===== config.mk =====
export PLATFORM = sky130hd
export DESIGN_NAME = rot_sector_timer
export DESIGN_NICKNAME = d
export VERILOG_FILES = /design/src/rtl/rsp_pkg.sv /design/src/rtl/rsp_word_ctr.sv /design/src/rtl/rsp_sector_map.sv /design/src/rtl/rsp_origin_latch.sv /design/src/rtl/rot_sector_timer.sv
export SDC_FILE = /design/constraint.sdc
export NUM_CORES = 1
export LEC_CHECK = 0
export BUFFER_PORTS_ARGS = -buffer_cell sky130_fd_sc_hd__buf_2
export CAP_MARGIN = 20
export CORE_MARGIN = 10
export CORE_UTILIZATION = 59
export CTS_BUF_LIST = sky130_fd_sc_hd__clkbuf_8 sky130_fd_sc_hd__clkbuf_16
export DETAILED_ROUTE_END_ITERATION = 12
export GPL_TIMING_DRIVEN = 1
export HOLD_SLACK_MARGIN = 0.02
export PLACE_DENSITY = 0.81
export SYNTH_ARGS = -nofsm -noshare
export SYNTH_HDL_FRONTEND = slang
export SYNTH_SLANG_ARGS = --single-unit

===== constraint.sdc =====
create_clock -name clk -period 5.9 [get_ports clk]
set_input_delay 1.475 -clock clk [delete_from_list [all_inputs] [get_ports clk]]
set_output_delay 1.475 -clock clk [all_outputs]
set_load 0.01 [all_outputs]

===== src/rtl/rsp_pkg.sv =====
// Shared geometry constants and the geometry selector type for the
// rotational sector position generator.
package rsp_pkg;
    localparam int RSP_WORDS_PER_SEC = 64;
    localparam int RSP_GAP_WORDS     = 5;
    localparam int RSP_DISK_SECS     = 90;
    localparam int RSP_DRUM_SECS     = 32;
    localparam int RSP_PHASE_WORDS   = 3;

    typedef enum logic {
        GEO_DISK = 1'b0,
        GEO_DRUM = 1'b1
    } geo_e;
endpackage


===== src/rtl/rsp_word_ctr.sv =====
// Revolution position counter.
// Tracks the gap word index, the word offset within a sector and the sector
// index, all advanced by one word per strobe.
// Assumes: word_stb is a one-cycle pulse; geo changes only while idle.
// Produces: a combinational wrap strobe (on the edge that returns to the
// gap) and a registered start-of-sector pulse.
module rsp_word_ctr
    import rsp_pkg::*;
#(
    parameter int WORDS     = RSP_WORDS_PER_SEC,
    parameter int GAP       = RSP_GAP_WORDS,
    parameter int DISK_SECS = RSP_DISK_SECS,
    parameter int DRUM_SECS = RSP_DRUM_SECS,
    localparam int OFS_W    = $clog2(WORDS),
    localparam int SIDX_W   = $clog2(DISK_SECS),
    localparam int GAP_W    = (GAP > 1) ? $clog2(GAP) : 1
) (
    input  logic              clk,
    input  logic              rst_n,
    input  logic              word_stb,
    input  geo_e              geo,
    output logic              in_gap,
    output logic [OFS_W-1:0]  wofs,
    output logic [SIDX_W-1:0] sidx,
    output logic              wrap,
    output logic              sos
);
    localparam logic [OFS_W-1:0]  LAST_OFS  = OFS_W'(WORDS - 1);
    localparam logic [GAP_W-1:0]  LAST_GAP  = GAP_W'(GAP - 1);
    localparam logic [SIDX_W-1:0] DISK_LAST = SIDX_W'(DISK_SECS - 1);
    localparam logic [SIDX_W-1:0] DRUM_LAST = SIDX_W'(DRUM_SECS - 1);

    logic [GAP_W-1:0]  gap_cnt;
    logic [SIDX_W-1:0] sec_last;
    logic              at_last;
    logic              gap_done;
    logic              ofs_done;

    // Pick the last sector index for the active geometry.
    always_comb begin
        sec_last = (geo == GEO_DRUM) ? DRUM_LAST : DISK_LAST;
    end

    // Decode the end-of-gap, end-of-sector and end-of-revolution conditions.
    always_comb begin
        gap_done = in_gap && (gap_cnt == LAST_GAP);
        ofs_done = !in_gap && (wofs == LAST_OFS);
        at_last  = ofs_done && (sidx >= sec_last);
        wrap     = word_stb && at_last;
    end

    // Advance the position by one word on each strobe.
    always_ff @(posedge clk) begin
        if (!rst_n) begin
            in_gap  <= 1'b1;
            gap_cnt <= '0;
            wofs    <= '0;
            sidx    <= '0;
        end else if (word_stb) begin
            if (in_gap) begin
                if (gap_done) begin
                    in_gap <= 1'b0;
                    wofs   <= '0;
                    sidx   <= '0;
                end else begin
                    gap_cnt <= gap_cnt + 1'b1;
                end
            end else if (at_last) begin
                in_gap  <= 1'b1;
                gap_cnt <= '0;
                wofs    <= '0;
            end else if (ofs_done) begin
                wofs <= '0;
                sidx <= sidx + 1'b1;
            end else begin
                wofs <= wofs + 1'b1;
            end
        end
    end

    // Pulse for one clock when the position lands on a sector's first word.
    always_ff @(posedge clk) begin
        if (!rst_n) sos <= 1'b0;
        else        sos <= word_stb && (gap_done || (ofs_done && !at_last));
    end

    // without a strobe the position does not move
    p_hold_no_stb_r2: assert property (@(posedge clk) disable iff (!rst_n)
        !word_stb |=> ($stable(in_gap) && $stable(wofs) && $stable(sidx) && $stable(gap_cnt)));

    // the gap index never reaches the gap length
    p_gap_bound_r3: assert property (@(posedge clk) disable iff (!rst_n)
        in_gap |-> (gap_cnt <= LAST_GAP));

    // a wrap returns the position to the first gap word
    p_wrap_to_gap_r3: assert property (@(posedge clk) disable iff (!rst_n)
        wrap |=> (in_gap && gap_cnt == '0));

    // the start-of-sector pulse lasts one clock and follows a strobe
    p_sos_single_r7: assert property (@(posedge clk) disable iff (!rst_n)
        sos |=> !sos);
    p_sos_after_stb_r7: assert property (@(posedge clk) disable iff (!rst_n)
        sos |-> (!in_gap && wofs == '0));
endmodule


===== src/rtl/rsp_sector_map.sv =====
// Sector count and phase decoder.
// Maps the registered position to the next-sector count and the
// near-end-of-sector phase flag.
// Assumes: the inputs come straight from rsp_word_ctr registers.
// Output is combinational, so results are valid in the cycle after the
// strobe edge.
module rsp_sector_map
    import rsp_pkg::*;
#(
    parameter int WORDS       = RSP_WORDS_PER_SEC,
    parameter int DISK_SECS   = RSP_DISK_SECS,
    parameter int PHASE_WORDS = RSP_PHASE_WORDS,
    localparam int OFS_W      = $clog2(WORDS),
    localparam int SIDX_W     = $clog2(DISK_SECS),
    localparam int CNT_W      = $clog2(DISK_SECS + 1)
) (
    input  logic              clk,
    input  logic              rst_n,
    input  geo_e              geo,
    input  logic              in_gap,
    input  logic [OFS_W-1:0]  wofs,
    input  logic [SIDX_W-1:0] sidx,
    output logic [CNT_W-1:0]  sec_cnt,
    output logic              phase
);
    localparam logic [OFS_W-1:0] PHASE_FROM = OFS_W'(WORDS - PHASE_WORDS);
    localparam logic [CNT_W-1:0] CNT_MAX    = CNT_W'(DISK_SECS);

    logic pre_first;

    // Count is 0 through the gap and the first word of sector 0.
    always_comb begin
        pre_first = in_gap || (sidx == '0 && wofs == '0);
        if (pre_first)
            sec_cnt = '0;
        else if (geo == GEO_DISK)
            sec_cnt = CNT_W'(sidx) + 1'b1;
        else
            sec_cnt = CNT_W'(sidx);
    end

    // Phase flag covers the final words of every sector.
    always_comb begin
        phase = !in_gap && (wofs >= PHASE_FROM);
    end

    // the count never exceeds the disk sector total
    p_cnt_max_r4: assert property (@(posedge clk) disable iff (!rst_n)
        sec_cnt <= CNT_MAX);

    // the phase flag is never set on the first word of a sector
    p_phase_not_first_r6: assert property (@(posedge clk) disable iff (!rst_n)
        (!in_gap && wofs == '0) |-> !phase);
endmodule


===== src/rtl/rsp_origin_latch.sv =====
// Track origin latch and diagnostic skip gating.
// Sets on a revolution wrap and clears on a clear pulse, with the clear
// taking priority. Both diagnostic outputs are forced low in drum geometry.
// Assumes: wrap is a combinational strobe valid on the wrapping edge.
module rsp_origin_latch
    import rsp_pkg::*;
(
    input  logic clk,
    input  logic rst_n,
    input  geo_e geo,
    input  logic wrap,
    input  logic clr,
    input  logic phase,
    output logic origin_seen,
    output logic phase_ok
);
    logic org_q;

    // Hold the origin-passed state until software clears it.
    always_ff @(posedge clk) begin
        if (!rst_n)    org_q <= 1'b0;
        else if (clr)  org_q <= 1'b0;
        else if (wrap) org_q <= 1'b1;
    end

    // Gate the diagnostic outputs by geometry.
    always_comb begin
        origin_seen = org_q && (geo == GEO_DISK);
        phase_ok    = !phase && (geo == GEO_DISK);
    end

    // the latch only rises on an edge where the revolution wrapped
    p_org_rise_r8: assert property (@(posedge clk) disable iff (!rst_n)
        $rose(org_q) |-> $past(wrap));

    // a clear always empties the latch on the next edge
    p_org_clr_r8: assert property (@(posedge clk) disable iff (!rst_n)
        clr |=> !org_q);
endmodule


===== src/rtl/rot_sector_timer.sv =====
// Rotational sector position generator, top level.
// Converts a word-time strobe into the next-sector count, sector phase flag,
// start-of-sector pulse and origin diagnostics for disk or drum geometry.
// Assumes: drum_mode is static during operation; all inputs are synchronous
// to clk.
module rot_sector_timer
    import rsp_pkg::*;
#(
    parameter int WORDS       = RSP_WORDS_PER_SEC,
    parameter int GAP         = RSP_GAP_WORDS,
    parameter int DISK_SECS   = RSP_DISK_SECS,
    parameter int DRUM_SECS   = RSP_DRUM_SECS,
    parameter int PHASE_WORDS = RSP_PHASE_WORDS,
    localparam int OFS_W      = $clog2(WORDS),
    localparam int SIDX_W     = $clog2(DISK_SECS),
    localparam int CNT_W      = $clog2(DISK_SECS + 1)
) (
    input  logic             clk,
    input  logic             rst_n,
    input  logic             word_stb,
    input  logic             drum_mode,
    input  logic             org_clr,
    output logic [CNT_W-1:0] sec_cnt,
    output logic             sec_phase,
    output logic             phase_ok,
    output logic             origin_seen,
    output logic             sec_start
);
    geo_e              geo;
    logic              in_gap;
    logic [OFS_W-1:0]  wofs;
    logic [SIDX_W-1:0] sidx;
    logic              wrap;

    // Translate the mode pin into the geometry type.
    always_comb begin
        geo = drum_mode ? GEO_DRUM : GEO_DISK;
    end

    rsp_word_ctr #(
        .WORDS(WORDS), .GAP(GAP), .DISK_SECS(DISK_SECS), .DRUM_SECS(DRUM_SECS)
    ) u_ctr (
        .clk(clk), .rst_n(rst_n), .word_stb(word_stb), .geo(geo),
        .in_gap(in_gap), .wofs(wofs), .sidx(sidx), .wrap(wrap), .sos(sec_start)
    );

    rsp_sector_map #(
        .WORDS(WORDS), .DISK_SECS(DISK_SECS), .PHASE_WORDS(PHASE_WORDS)
    ) u_map (
        .clk(clk), .rst_n(rst_n), .geo(geo), .in_gap(in_gap), .wofs(wofs),
        .sidx(sidx), .sec_cnt(sec_cnt), .phase(sec_phase)
    );

    rsp_origin_latch u_org (
        .clk(clk), .rst_n(rst_n), .geo(geo), .wrap(wrap), .clr(org_clr),
        .phase(sec_phase), .origin_seen(origin_seen), .phase_ok(phase_ok)
    );

    // drum geometry keeps both diagnostic outputs quiet
    p_drum_quiet_r9: assert property (@(posedge clk) disable iff (!rst_n)
        drum_mode |-> (!origin_seen && !phase_ok));

    // drum geometry never reports a count beyond its last sector
    p_drum_range_r5: assert property (@(posedge clk) disable iff (!rst_n)
        drum_mode |-> (sec_cnt < CNT_W'(DRUM_SECS)));
endmodule


Word level (Yosys, flattened, before mapping)
Cells that the tools add are included.
Widths: inputs -> output; s select.
{ "totals": {"out_inout_bits": 11, "input_bits": 5, "register_bits": 19, "elab_cells": 59} }
{ "classes": {"n_bitwise": 2, "reduce_logical": 23, "n_mux": 18, "n_addsub": 3, "order_cmp": 2, "n_eq_ne": 5} }
{ "ops": {"columns": ["operator", "n"], "rows": [
  ["$mux 7", 7],
  ["$mux 6", 4],
  ["$logic_and 1x1->1", 10],
  ["$mux 3", 3],
  ["$add 7x1->7 const B", 1],
  ["$ge 7x7->1", 1],
  ["$logic_not 7->1", 1],
  ["$add 6x1->6 const B", 1],
  ["$eq 6x6->1 const B", 1],
  ["$ge 6x6->1 const B", 1],
  ["$logic_not 6->1", 1],
  ["$mux 1", 4],
  ["$ne 2x2->1 const B", 2],
  ["$reduce_and 4->1", 1],
  ["$reduce_bool 2->1", 2],
  ["$add 3x1->3 const B", 1],
  ["$eq 3x3->1 const B", 1],
  ["$logic_not 1->1", 3],
  ["$reduce_and 3->1", 1],
  ["$logic_or 1x1->1", 2],
  ["$ne 2x1->1 const B", 1],
  ["$not 1->1", 2],
  ["$reduce_and 2->1", 1],
  ["$reduce_or 2->1", 1]
]} }

Depth between registers and ports, before layout
Gate-level depths: netlist (run 1).
{ "logic_depth": {"word_depth": 8, "mapped_depth": 8} }

Hierarchy
Synthesis (run 1) repeated with hierarchy kept, for this count alone.
{ "hier_totals": {"cells_unflattened": 151, "area_unflattened_um2": 1229.9} }
{ "modules_own_cells": {"columns": ["module", "n_inst", "area_per_inst_um2", "cells_each"], "rows": [
  ["rsp_word_ctr", 1, 959.7, 113],
  ["rsp_sector_map", 1, 221.5, 33],
  ["rsp_origin_latch", 1, 48.8, 5]
]} }

Worst setup path after synthesis (run 1)
OpenSTA, ideal clock, no wires.
{ "synth_timing": {"path_type": "input to output", "from": "input drum_mode", "to": "output sec_cnt[4]", "t_arrival_ps": 2250, "path_stages": 3, "slack_ps": 2175, "cell_sequence": "clkbuf_1 or3_1 a21oi_1"} }
{ "synth_via": {"elab_chain_len": 3} }
{ "synth_rtl": {"columns": ["item", "line", "rtl"], "rows": [
  ["start, declared", "rot_sector_timer.sv:21", "input logic drum_mode,"],
  ["$mux 1", "rot_sector_timer.sv:37", "geo = drum_mode ? GEO_DRUM : GEO_DISK;"],
  ["$mux 7", "rsp_sector_map.sv:36", "else if (geo == GEO_DISK)"],
  ["$mux 7", "rsp_sector_map.sv:34", "if (pre_first)"],
  ["end, declared", "rot_sector_timer.sv:23", "output logic [CNT_W-1:0] sec_cnt,"]
]} }
No other way between the ends.

Worst setup path after layout (run 1)
{ "layout_timing": {"from": "input drum_mode", "to": "output sec_cnt[3]"} }
The elaborated chain is that of the path after synthesis.

==> results of run 1 <==
-- cells in the final DEF (no fill, tap or decap), types with 2 or more instances in the layout --
cell type	instances
or3_1	3
buf_2	15
o21a_1	3
o2111ai_1	4
nor3_1	4
clkbuf_8	3
xor2_1	3
a21oi_1	7
xnor2_1	4
nand4_1	2
nand2b_1	2
nand3_1	13
a21boi_1	2
nor4_1	2
nand2_1	11
nor2_1	15
o21ai_2	3
dfxtp_1	19
o2bb2ai_1	2
a21boi_0	2
o21ai_0	6
and3_1	2
inv_1	14
mux2i_1	4
nor2b_1	4
ha_1	11
-- worst min path at each step --
stage                               endpoint  slack [ps]  cells past startpoint
global placement    u_org.org_q$_SDFFE_PP0P_         460                      2
finish              u_org.org_q$_SDFFE_PP0P_         470                      2
detailed placement  u_org.org_q$_SDFFE_PP0P_         460                      2
global route        u_org.org_q$_SDFFE_PP0P_         490                      2
CTS                 u_org.org_q$_SDFFE_PP0P_         470                      2
floorplan           u_org.org_q$_SDFFE_PP0P_         430                      2
-- cell families after synthesis --
logic type / Yosys count / share of synthesized area, %
XOR/XNOR: 7 / 4.496
multiplexers: 4 / 2.936
flip-flops: 19 / 27.89
AND/OR/NAND/NOR: 63 / 25.05
buffers and inverters: 22 / 7.339
adder cells (fa/ha/maj): 11 / 10.09
AO/OA/AOI/OAI: 39 / 22.20
-- cells in the mapped netlist, types with 2 or more instances --
cell type	instances
nand4_1	2
buf_2	2
a21boi_1	2
dfxtp_1	19
o2bb2ai_1	2
o21a_1	3
xnor2_1	4
o21ai_0	6
o2111ai_1	4
a21oi_1	7
nand3_1	13
o21ai_2	3
a21boi_0	2
or3_1	3
nor3_1	4
nor4_1	2
clkbuf_1	4
ha_1	11
inv_1	14
xor2_1	3
mux2i_1	4
nand2_1	11
buf_6	2
nor2b_1	4
and3_1	2
nor2_1	15
nand2b_1	2
-- power groups by stage --
stage	Sequential [mW]	Clock (mW)	Combinational (mW)
floorplan	0.134	0	0.0134
global placement	0.134	0	0.0169
detailed placement	0.134	0	0.0181
CTS	0.131	0.0936	0.0182
global route	0.131	0.0995	0.0207
finish	0.131	0.0904	0.0181
-- per-layer routing --
| layer | vias up | part of all wire, % | wire [um] | track usage [%] |
|---|---|---|---|---|
| li1 | 605 | - | - | - |
| met1 | 571 | 42 | 1251 | 14.31 |
| met2 | 26 | 53 | 1588 | 25.47 |
| met3 | 4 | 4.5 | 135 | 2.936 |
| met4 | 0 | 0.83 | 25 | 3.769 |
| met5 | - | 0 | 0 | 0 |
-- worst max-delay path: stages --
cell and delay, ps:
buf_2 180, or3_1 360, a21oi_1 150, buf_2 150
-- layout make-up --
cell class	count	area, um2	area share (%)
Inverter	14	52.55	3.568
Clock buffer	3	41.29	2.804
Tap cell	28	35.03	2.379
Multi-Input combinational cell	124	883.3	59.98
Sequential cell	19	380.4	25.83
Timing Repair Buffer	15	75.07	5.098
Clock inverter	1	5.005	0.3398
-- metrics by stage --
step	util (%)	setup WS, ps	power [mW]	std cells	cell area (um2)
floorplan	-	2175	0.1471	165	1364
global placement	64.48	2153	0.1509	200	1426
detailed placement	64.48	2109	0.1522	200	1426
CTS	66.57	2109	0.2428	204	1473
global route	66.57	2021	0.2515	204	1473
finish	66.57	2095	0.2396	204	1473
-- flip-flops by register name, summed over array words and instances, names as in the netlist --
signal         flops
u_ctr.gap_cnt      3
u_ctr.in_gap       1
u_ctr.sidx         7
u_ctr.sos          1
u_ctr.wofs         6
u_org.org_q        1
==> flow_summary.ini, run 1 <==
[outcome]
status = finished clean

[logic_synthesis]
syn_inst = 165
synth_top_area_cell = dfxtp_1
synth_cell_types = 42
async_reset_ff_share_pct = 0
ys_seq_elements = 19
synth_flop_cell = dfxtp_1
yosys-top-cells-area = dfxtp_1 (28%), ha_1 (10%), nand3_1 (4.8%), nor2_1 (4.1%), inv_1 (3.9%)
syn_area_um2 = 1364
ys_seq_area_share_pct = 27.89
syn_nets = 181
synth_top_area_share_pct = 27.89
synth_edf_count = 0
syn_area_per_cell_um2 = 8.266
ys_warn_count = 0

[critical_path]
regToRegEndpoint = u_ctr.sidx[0]$_SDFFE_PN0P_
rr_startpoint = u_ctr.sidx[6]$_SDFFE_PN0P_
crit_required_ps = 4430
worstPathArrival_ps = 2330
crit_path_end_kind = output port
rr_worst_depth = 5
rrSetupSlack_ps = 3940
crit_path_start = drum_mode
endpoint = sec_cnt[3]
cp_max_fo = 13
critical_path_class = input port to output port
critPathLaunchType = input port

[power]
p_sw_mw = 0.05576
sw_frac_of_total_pct = 23.27
power_leakage_nw = 0.6409
p_int_mw = 0.1839
p_per_area_nw_per_um2 = 162.7
ir_drop_uv = 129.7
p_clk_share_pct = 37.7
power_frac_seq_pct = 54.7
combPwrFrac_pct = 7.6

[floorplan]
die_h_um = 68.08
core_um2 = 2212
initial_core_util_pct = 61.65
num_io_pins = 16
fp.dieW_um = 68.08
rows = 17
dieArea_um2 = 4635

[global_routing]
grt_max_degree = 21
track_usage_pct = 13.38
grt_overflow = 0
antenna_found_initial = 0
grt_pass1_vias = 1160
grt_first_pass_wirelength_um = 5023

[clock_network]
cts_tree = built
cts_setup_buffers = 0
path_clk_slew_ps = 70
ctsRootBufferMaster = clkbuf_8
postCtsHoldBufs = 0
cts_max_level = 1
cts.repair.resized = 0
clk_path_buf_depth = 2
clkLatencyLatePin_ps = 250
cts.sinks = 19
numCtsBuffers = 3

[drt]
dr_total_vias = 1206
wl_per_cell_um = 14.72
drt_wl_total_um = 3002
routed_via_density = 5.912
ant_nets = 0
first_pass_iters = 4
drc = 0
drt_iter0_drc = 90

[sta]
finalHoldViolations = 0
fin_hold_ws_ps = 469.3
finalCritPeriodShare_pct = 64.48
worstMarginPinSlew_ps = 454.3
slew_headroom_pct = 69.71
clock.fmax_mhz = 262.8
min_period_ps = 3805
grt_setup_unrepaired = false
setup_tns_ps = 0
slew_viol_final = 0
finalSetupViolations = 0
fin_skew_ps = 1.246

[place]
portBuffers = 15
hpwl_um = 2309
finalWeightedCongestion = 0.8771

[finish]
syn_to_final_growth_pct = 7.981
antenna_cells = 0
n_fill_cell = 200
layout.nets = 193
drive_above_1_share_pct = 16.48

[min_path]
min_from = u_org.org_q$_SDFFE_PP0P_
hp-class = register to register

[flow_run]
cap_violations = 0
Power figures use the tool's default switching activity.
==> run 2, diff against run 1 <==
--- a/config.mk
+++ b/config.mk
@@ -5,15 +5,16 @@
 export SDC_FILE = /design/constraint.sdc
 export NUM_CORES = 1
 export LEC_CHECK = 0
+export ABC_AREA = 1
 export BUFFER_PORTS_ARGS = -buffer_cell sky130_fd_sc_hd__buf_2
 export CAP_MARGIN = 20
 export CORE_MARGIN = 10
-export CORE_UTILIZATION = 59
+export CORE_UTILIZATION = 51
 export CTS_BUF_LIST = sky130_fd_sc_hd__clkbuf_8 sky130_fd_sc_hd__clkbuf_16
 export DETAILED_ROUTE_END_ITERATION = 12
 export GPL_TIMING_DRIVEN = 1
 export HOLD_SLACK_MARGIN = 0.02
-export PLACE_DENSITY = 0.81
+export PLACE_DENSITY = 0.74
 export SYNTH_ARGS = -nofsm -noshare
 export SYNTH_HDL_FRONTEND = slang
 export SYNTH_SLANG_ARGS = --single-unit
==> constraint.sdc (replaced) <==
create_clock -name clk -period 3.4 [get_ports clk]
set_input_delay 0.85 -clock clk [delete_from_list [all_inputs] [get_ports clk]]
set_output_delay 0.85 -clock clk [all_outputs]
set_load 0.01 [all_outputs]
==> run 2 against run 1 <==
Effect of this change: first-iteration DRC count is 19% lower; routed wire length about the same; die area up 8.5%; worst setup slack worse by 1300 ps; via count increased by 2.9%; clock skew up 1.5 ps; final cell count is 17% higher; sequential share of layout area rose by 0.11 points; sequential cell count did not move; total power grew 80%; register-to-register slack lost 2100 ps; clock power increased by 73%; largest cell class unchanged; highest routed layer unchanged.
==> flow_summary.ini, run 2 <==
[power]
power_leakage_nw = 0.6272
ir_drop_uv = 280.2
p_per_area_nw_per_um2 = 293.9

[clock_network]
cts.sinks = 19
cts.repair.resized = 0
postCtsHoldBufs = 0
cts_max_level = 1
numCtsBuffers = 3
cts_setup_buffers = 0
clkLatencyLatePin_ps = 250
path_clk_slew_ps = 70
ctsRootBufferMaster = clkbuf_8
cts_tree = built
clk_path_buf_depth = 2

[floorplan]
initial_core_util_pct = 53.38
die_h_um = 70.93
num_io_pins = 16
rows = 18
dieArea_um2 = 5030
core_um2 = 2477
fp.dieW_um = 70.93

[logic_synthesis]
syn_inst = 192
synth_edf_count = 0
ys_seq_elements = 19
yosys-top-cells-area = dfxtp_1 (29%), nand2_1 (11%), ha_1 (10%), nor2_1 (7.4%), a21oi_1 (5.7%)
syn_area_um2 = 1323
synth_top_area_share_pct = 28.76
ys_warn_count = 0
synth_top_area_cell = dfxtp_1
ys_seq_area_share_pct = 28.76
synth.top_cells.by_count = nand2_1 (40), nor2_1 (26), dfxtp_1 (19), inv_1 (19), a21oi_1 (15)
synth_flop_cell = dfxtp_1
async_reset_ff_share_pct = 0
synth_cell_types = 29
syn_nets = 208
yosysMostFrequentCell = nand2_1
syn_area_per_cell_um2 = 6.888

[global_routing]
grt_pass1_vias = 1268
antenna_found_initial = 0
grt_max_degree = 13
grt_first_pass_wirelength_um = 5237
track_usage_pct = 12.04
grt_overflow = 0

[critical_path]
worstPathArrival_ps = 1730
crit_path_start = u_ctr.sidx[0]$_SDFFE_PN0P_
critical_path_class = register to output port
regToRegEndpoint = u_ctr.sidx[0]$_SDFFE_PN0P_
rr_worst_depth = 6
cp_max_fo = 6
crit_required_ps = 2550
crit_path_end_kind = output port
rr_startpoint = u_ctr.in_gap$_SDFFE_PN1P_
endpoint = sec_cnt[6]
critPathLaunchType = register
rrSetupSlack_ps = 1820

[place]
portBuffers = 15
hpwl_um = 2373
dp.cells = 235
finalWeightedCongestion = 0.8559

[finish]
antenna_cells = 0
drive_above_1_share_pct = 19.14
n_fill_cell = 242
layout.nets = 226
final_common_cell = nand2_1
largest-register = u_ctr.sidx
syn_to_final_growth_pct = 10.88
layout.cells.non_filler = 239
reg_top3 = u_ctr.sidx (7), u_ctr.wofs (6), u_ctr.gap_cnt (3)
largest_reg_flops = 7
mostFrequentLayoutCells = nand2_1 (40), nor2_1 (26), inv_1 (19), dfxtp_1 (19)

[sta]
clock.fmax_mhz = 387.4
fin_skew_ps = 2.769
finalSetupViolations = 0
grt_setup_unrepaired = false
fin_hold_ws_ps = 470.8
finalCritPeriodShare_pct = 75.93
slew_viol_final = 0
slew_headroom_pct = 64.72
min_period_ps = 2582
setup_tns_ps = 0
worstMarginPinSlew_ps = 525.7
finalHoldViolations = 0

[drt]
first_pass_iters = 4
routed_via_density = 5.192
drt_wl_total_um = 3000
wl_per_cell_um = 12.55
drc = 0
dr_total_vias = 1241
drt_iter0_drc = 73
ant_nets = 0

[outcome]
status = finished clean

[min_path]
whs_path_depth = 2
hp-class = register to register

[flow_run]
cap_violations = 0
==> run 2: changes by cell type in the layout (fill, tap and decap cells not counted), sizes merged, moves of 3 or more <==
| cell | previous run | this run |
|---|---|---|
| nand2 | 11 | 51 |
| o2111ai | 4 | 0 |
| xnor2 | 4 | 1 |
| nor2b | 4 | 0 |
| nor2 | 15 | 31 |
| a21boi | 4 | 0 |
| o21a | 3 | 0 |
| or3 | 3 | 0 |
| nand2b | 3 | 0 |
| a21oi | 7 | 17 |
| mux2i | 4 | 0 |
| inv | 14 | 19 |
==> run 2: stage by stage <==
step                instance area (um2)  utilization (%)  worst slack [ps]  total power, mW
finish                             1466            59.19             818.4           0.4309
global route                       1466            59.19             603.0           0.4530
CTS                                1466            59.19             801.6           0.4367
detailed placement                 1420            57.32             902.7           0.2798
global placement                   1420            57.32             963.9           0.2773
floorplan                          1323                -              1079           0.2661
==> run 2: kinds of logic (layout without fill, tap and decap cells) <==
kind of cell,Yosys count,in the layout,share of synthesized area [%]
and+or+nand+nor,107,107,39.73
AOI/OAI and AO/OA,28,28,11.45
buffers and inverters,24,41,7.663
DFF,19,19,28.76
adders and majority gates,11,11,10.41
xor gates and xnor gates,3,3,1.987
==> run 2: where the power goes <==
part / leakage [nW] / internal (mW) / switching (mW)
clock: 0.0255 / 0.0814 / 0.0751
combinational: 0.448 / 0.0147 / 0.0281
sequential: 0.154 / 0.226 / 0.00562
total: 0.627 / 0.322 / 0.109
==> run 2: cell type report <==
cell class | instances | area, um2 | share of cell area [%]
clock buffers | 3 | 41.29 | 2.816
inverters | 21 | 78.83 | 5.375
clock inverters | 1 | 5.005 | 0.3413
repair buffers | 16 | 82.58 | 5.631
multi-input cells | 149 | 840.8 | 57.34
flip-flops and latches | 19 | 380.4 | 25.94
well taps | 30 | 37.54 | 2.560
==> run 2: how the worst min path moves through the flow <==
stage               slack, ps                     startpoint                       endpoint
finish                    470  u_ctr.gap_cnt[1]$_SDFFE_PN0P_  u_ctr.gap_cnt[1]$_SDFFE_PN0P_
global route              510  u_ctr.gap_cnt[1]$_SDFFE_PN0P_  u_ctr.gap_cnt[1]$_SDFFE_PN0P_
CTS                       480  u_ctr.gap_cnt[1]$_SDFFE_PN0P_  u_ctr.gap_cnt[1]$_SDFFE_PN0P_
detailed placement        460  u_ctr.gap_cnt[1]$_SDFFE_PN0P_  u_ctr.gap_cnt[1]$_SDFFE_PN0P_
global placement          460  u_ctr.gap_cnt[1]$_SDFFE_PN0P_  u_ctr.gap_cnt[1]$_SDFFE_PN0P_
floorplan                 440  u_ctr.gap_cnt[1]$_SDFFE_PN0P_  u_ctr.gap_cnt[1]$_SDFFE_PN0P_
==> run 2: worst max-delay path, cell delays in order (launching register included) <==
cell	delay, ps
dfxtp_1	430
ha_1	200
nand2_1	130
nor2_1	170
nand2_1	70
nand2_1	80
a21oi_1	60
nor3_1	180
buf_2	160
==> run 2: metal layers <==
| layer | vias up | share of wire, % | GRT usage [%] |
|---|---|---|---|
| li1 | 651 | - | - |
| met1 | 570 | 45 | 12.75 |
| met2 | 16 | 50 | 22.26 |
| met3 | 4 | 4.4 | 3.487 |
| met4 | 0 | 1.1 | 3.656 |
| met5 | - | 0 | 0 |
==> run 3, diff against run 2 <==
--- a/config.mk
+++ b/config.mk
@@ -9,12 +9,12 @@
 export BUFFER_PORTS_ARGS = -buffer_cell sky130_fd_sc_hd__buf_2
 export CAP_MARGIN = 20
 export CORE_MARGIN = 10
-export CORE_UTILIZATION = 51
+export CORE_UTILIZATION = 57
 export CTS_BUF_LIST = sky130_fd_sc_hd__clkbuf_8 sky130_fd_sc_hd__clkbuf_16
 export DETAILED_ROUTE_END_ITERATION = 12
 export GPL_TIMING_DRIVEN = 1
 export HOLD_SLACK_MARGIN = 0.02
-export PLACE_DENSITY = 0.74
+export PLACE_DENSITY = 0.78
 export SYNTH_ARGS = -nofsm -noshare
 export SYNTH_HDL_FRONTEND = slang
 export SYNTH_SLANG_ARGS = --single-unit
==> constraint.sdc (replaced) <==
create_clock -name clk -period 2.6 [get_ports clk]
set_input_delay 0.65 -clock clk [delete_from_list [all_inputs] [get_ports clk]]
set_output_delay 0.65 -clock clk [all_outputs]
set_load 0.01 [all_outputs]
==> run 3 against run 2 <==
Effect of this change: sequential share of layout area fell by 0.088 points; combinational power increased by 41%; clock-buffer cell count did not move; critical endpoint is now sec_cnt[4]; global-route usage up 1.4 points; total power rose by 31%; sequential cell count unchanged; worst setup slack got worse by 620 ps.
==> flow_summary.ini, run 3 (synthesized netlist as in run 2, its figures left out) <==
[outcome]
status = finished clean

[critical_path]
regToRegEndpoint = u_ctr.wofs[3]$_SDFFE_PN0P_
critical_path_class = register to output port
path_cells = ha_1 -> nand2_1 -> o21ai_0 -> o21ai_0 -> nand2_1 -> o21ai_0 -> nor2_1 -> buf_2
rr_startpoint = u_ctr.gap_cnt[0]$_SDFFE_PN0P_
critPathTopFamily = flip-flops
worstPathArrival_ps = 1750
critPathLaunchType = register
crit_required_ps = 1950
cp_max_fo = 6
cpMostUsedCell = o21ai_0
path_buf_inv = 1
crit_path_end_kind = output port
rr_worst_depth = 9
slowest_delay_ps = 420
cp_slowest_cell = dfxtp_1
rrSetupSlack_ps = 1060

[min_path]
hp-class = register to register
worstHoldEndpoint = u_ctr.gap_cnt[1]$_SDFFE_PN0P_
min_from = u_ctr.gap_cnt[1]$_SDFFE_PN0P_
whs_path_depth = 2

[floorplan]
fp.dieW_um = 68.17
dieArea_um2 = 4647
rows = 17
core_um2 = 2212
initial_core_util_pct = 59.79
die_h_um = 68.17
num_io_pins = 16

[sta]
clock.fmax_mhz = 416.7
min_period_ps = 2400
finalHoldViolations = 0
grt_setup_unrepaired = false
slew_headroom_pct = 67.12
layout_setup_ws_ps = 200.4
fin_hold_ws_ps = 469.9
worstMarginPinSlew_ps = 489.9
setup_tns_ps = 0
fin_skew_ps = 5.204
finalSetupViolations = 0
slew_viol_final = 0
finalCritPeriodShare_pct = 92.29

[drt]
dr_total_vias = 1256
drt_iter0_drc = 108
routed_via_density = 5.277
wl_per_cell_um = 12.34
first_pass_iters = 5
drc = 0
ant_nets = 0
drt_wl_total_um = 2937

[global_routing]
antenna_found_initial = 0
grt_overflow = 0
grt_max_degree = 13
track_usage_pct = 13.42
grt_first_pass_wirelength_um = 4940
grt_pass1_vias = 1203

[finish]
layout.cells.non_filler = 238
reg_top3 = u_ctr.sidx (7), u_ctr.wofs (6), u_ctr.gap_cnt (3)
largest-register = u_ctr.sidx
antenna_cells = 0
drive_above_1_share_pct = 19.52
layout.nets = 227
largest_reg_flops = 7
mostFrequentLayoutCells = nand2_1 (40), nor2_1 (26), inv_1 (19), dfxtp_1 (19)
syn_to_final_growth_pct = 11.26
n_fill_cell = 218
final_common_cell = nand2_1

[power]
power_leakage_nw = 0.6316
ir_drop_uv = 269.2
sw_frac_of_total_pct = 25.19
power_frac_seq_pct = 53.1
combPwrFrac_pct = 10.6
p_int_mw = 0.4226
p_per_area_nw_per_um2 = 383.9
p_clk_share_pct = 36.3
p_sw_mw = 0.1423
power_mw = 0.5648

[clock_network]
cts.repair.resized = 0
path_clk_slew_ps = 70
cts_setup_buffers = 0
clk_path_buf_depth = 2
cts_max_level = 1
clkLatencyLatePin_ps = 260
numCtsBuffers = 3
postCtsHoldBufs = 0
cts.sinks = 19
ctsRootBufferMaster = clkbuf_8
cts_tree = built

[place]
dp_slack_ps = 403.4
finalWeightedCongestion = 0.9050
portBuffers = 15
dp.cells = 234
hpwl_um = 2278

[flow_run]
cap_violations = 0
run 3: cell types whose count changed in the layout (fill, tap and decap cells not counted), sizes merged:
cell,before,now
buf,16,17
run 3: area by class of cell:
type	count	area, um2	area share [%]
Clock buffer	3	41.29	2.806
Multi-Input combinational cell	149	840.8	57.14
Inverter	21	78.83	5.357
Clock inverter	1	5.005	0.3401
Timing Repair Buffer	17	90.09	6.122
Sequential cell	19	380.4	25.85
Tap cell	28	35.03	2.381
run 3: worst max-delay path by stage:
stage,start,cells past startpoint,endpoint,slack (ps)
2_1_floorplan,drum_mode,3,sec_cnt[6],680
3_3_place_gp,drum_mode,11,u_ctr.in_gap$_SDFFE_PN1P_,500
3_5_place_dp,drum_mode,11,u_ctr.in_gap$_SDFFE_PN1P_,400
4_1_cts,u_ctr.sidx[0]$_SDFFE_PN0P_,8,sec_cnt[4],200
5_1_grt,u_ctr.sidx[0]$_SDFFE_PN0P_,8,sec_cnt[6],70
6_report,u_ctr.sidx[0]$_SDFFE_PN0P_,8,sec_cnt[4],200
run 3: power groups by stage:
stage | logic, mW | clock network [mW] | registers, mW
after global routing | 0.0688 | 0.220 | 0.300
after global placement | 0.0585 | 0 | 0.306
after CTS | 0.0604 | 0.212 | 0.300
after detailed placement | 0.0600 | 0 | 0.306
after floorplan | 0.0422 | 0 | 0.306
final | 0.0602 | 0.205 | 0.300
run 3: tightest hold or removal path, stage by stage (launching register included):
cell and delay, ps:
dfxtp_1 330, nand2_1 60, nand2_1 40
run 3: stage by stage:
stage / instance area (um2) / util, %
floorplan: 1323 / -
detailed placement: 1425 / 64.42
global route: 1471 / 66.52
global placement: 1425 / 64.42
CTS: 1471 / 66.52
finish: 1471 / 66.52
run 3: routing by layer:
metal | GRT usage [%] | vias up | wire length [um]
met1 | 14.45 | 560 | 1301
met2 | 23.37 | 30 | 1400
met4 | 9.296 | 0 | 96
met5 | 0 | - | 0
met3 | 2.284 | 11 | 138
li1 | - | 655 | -
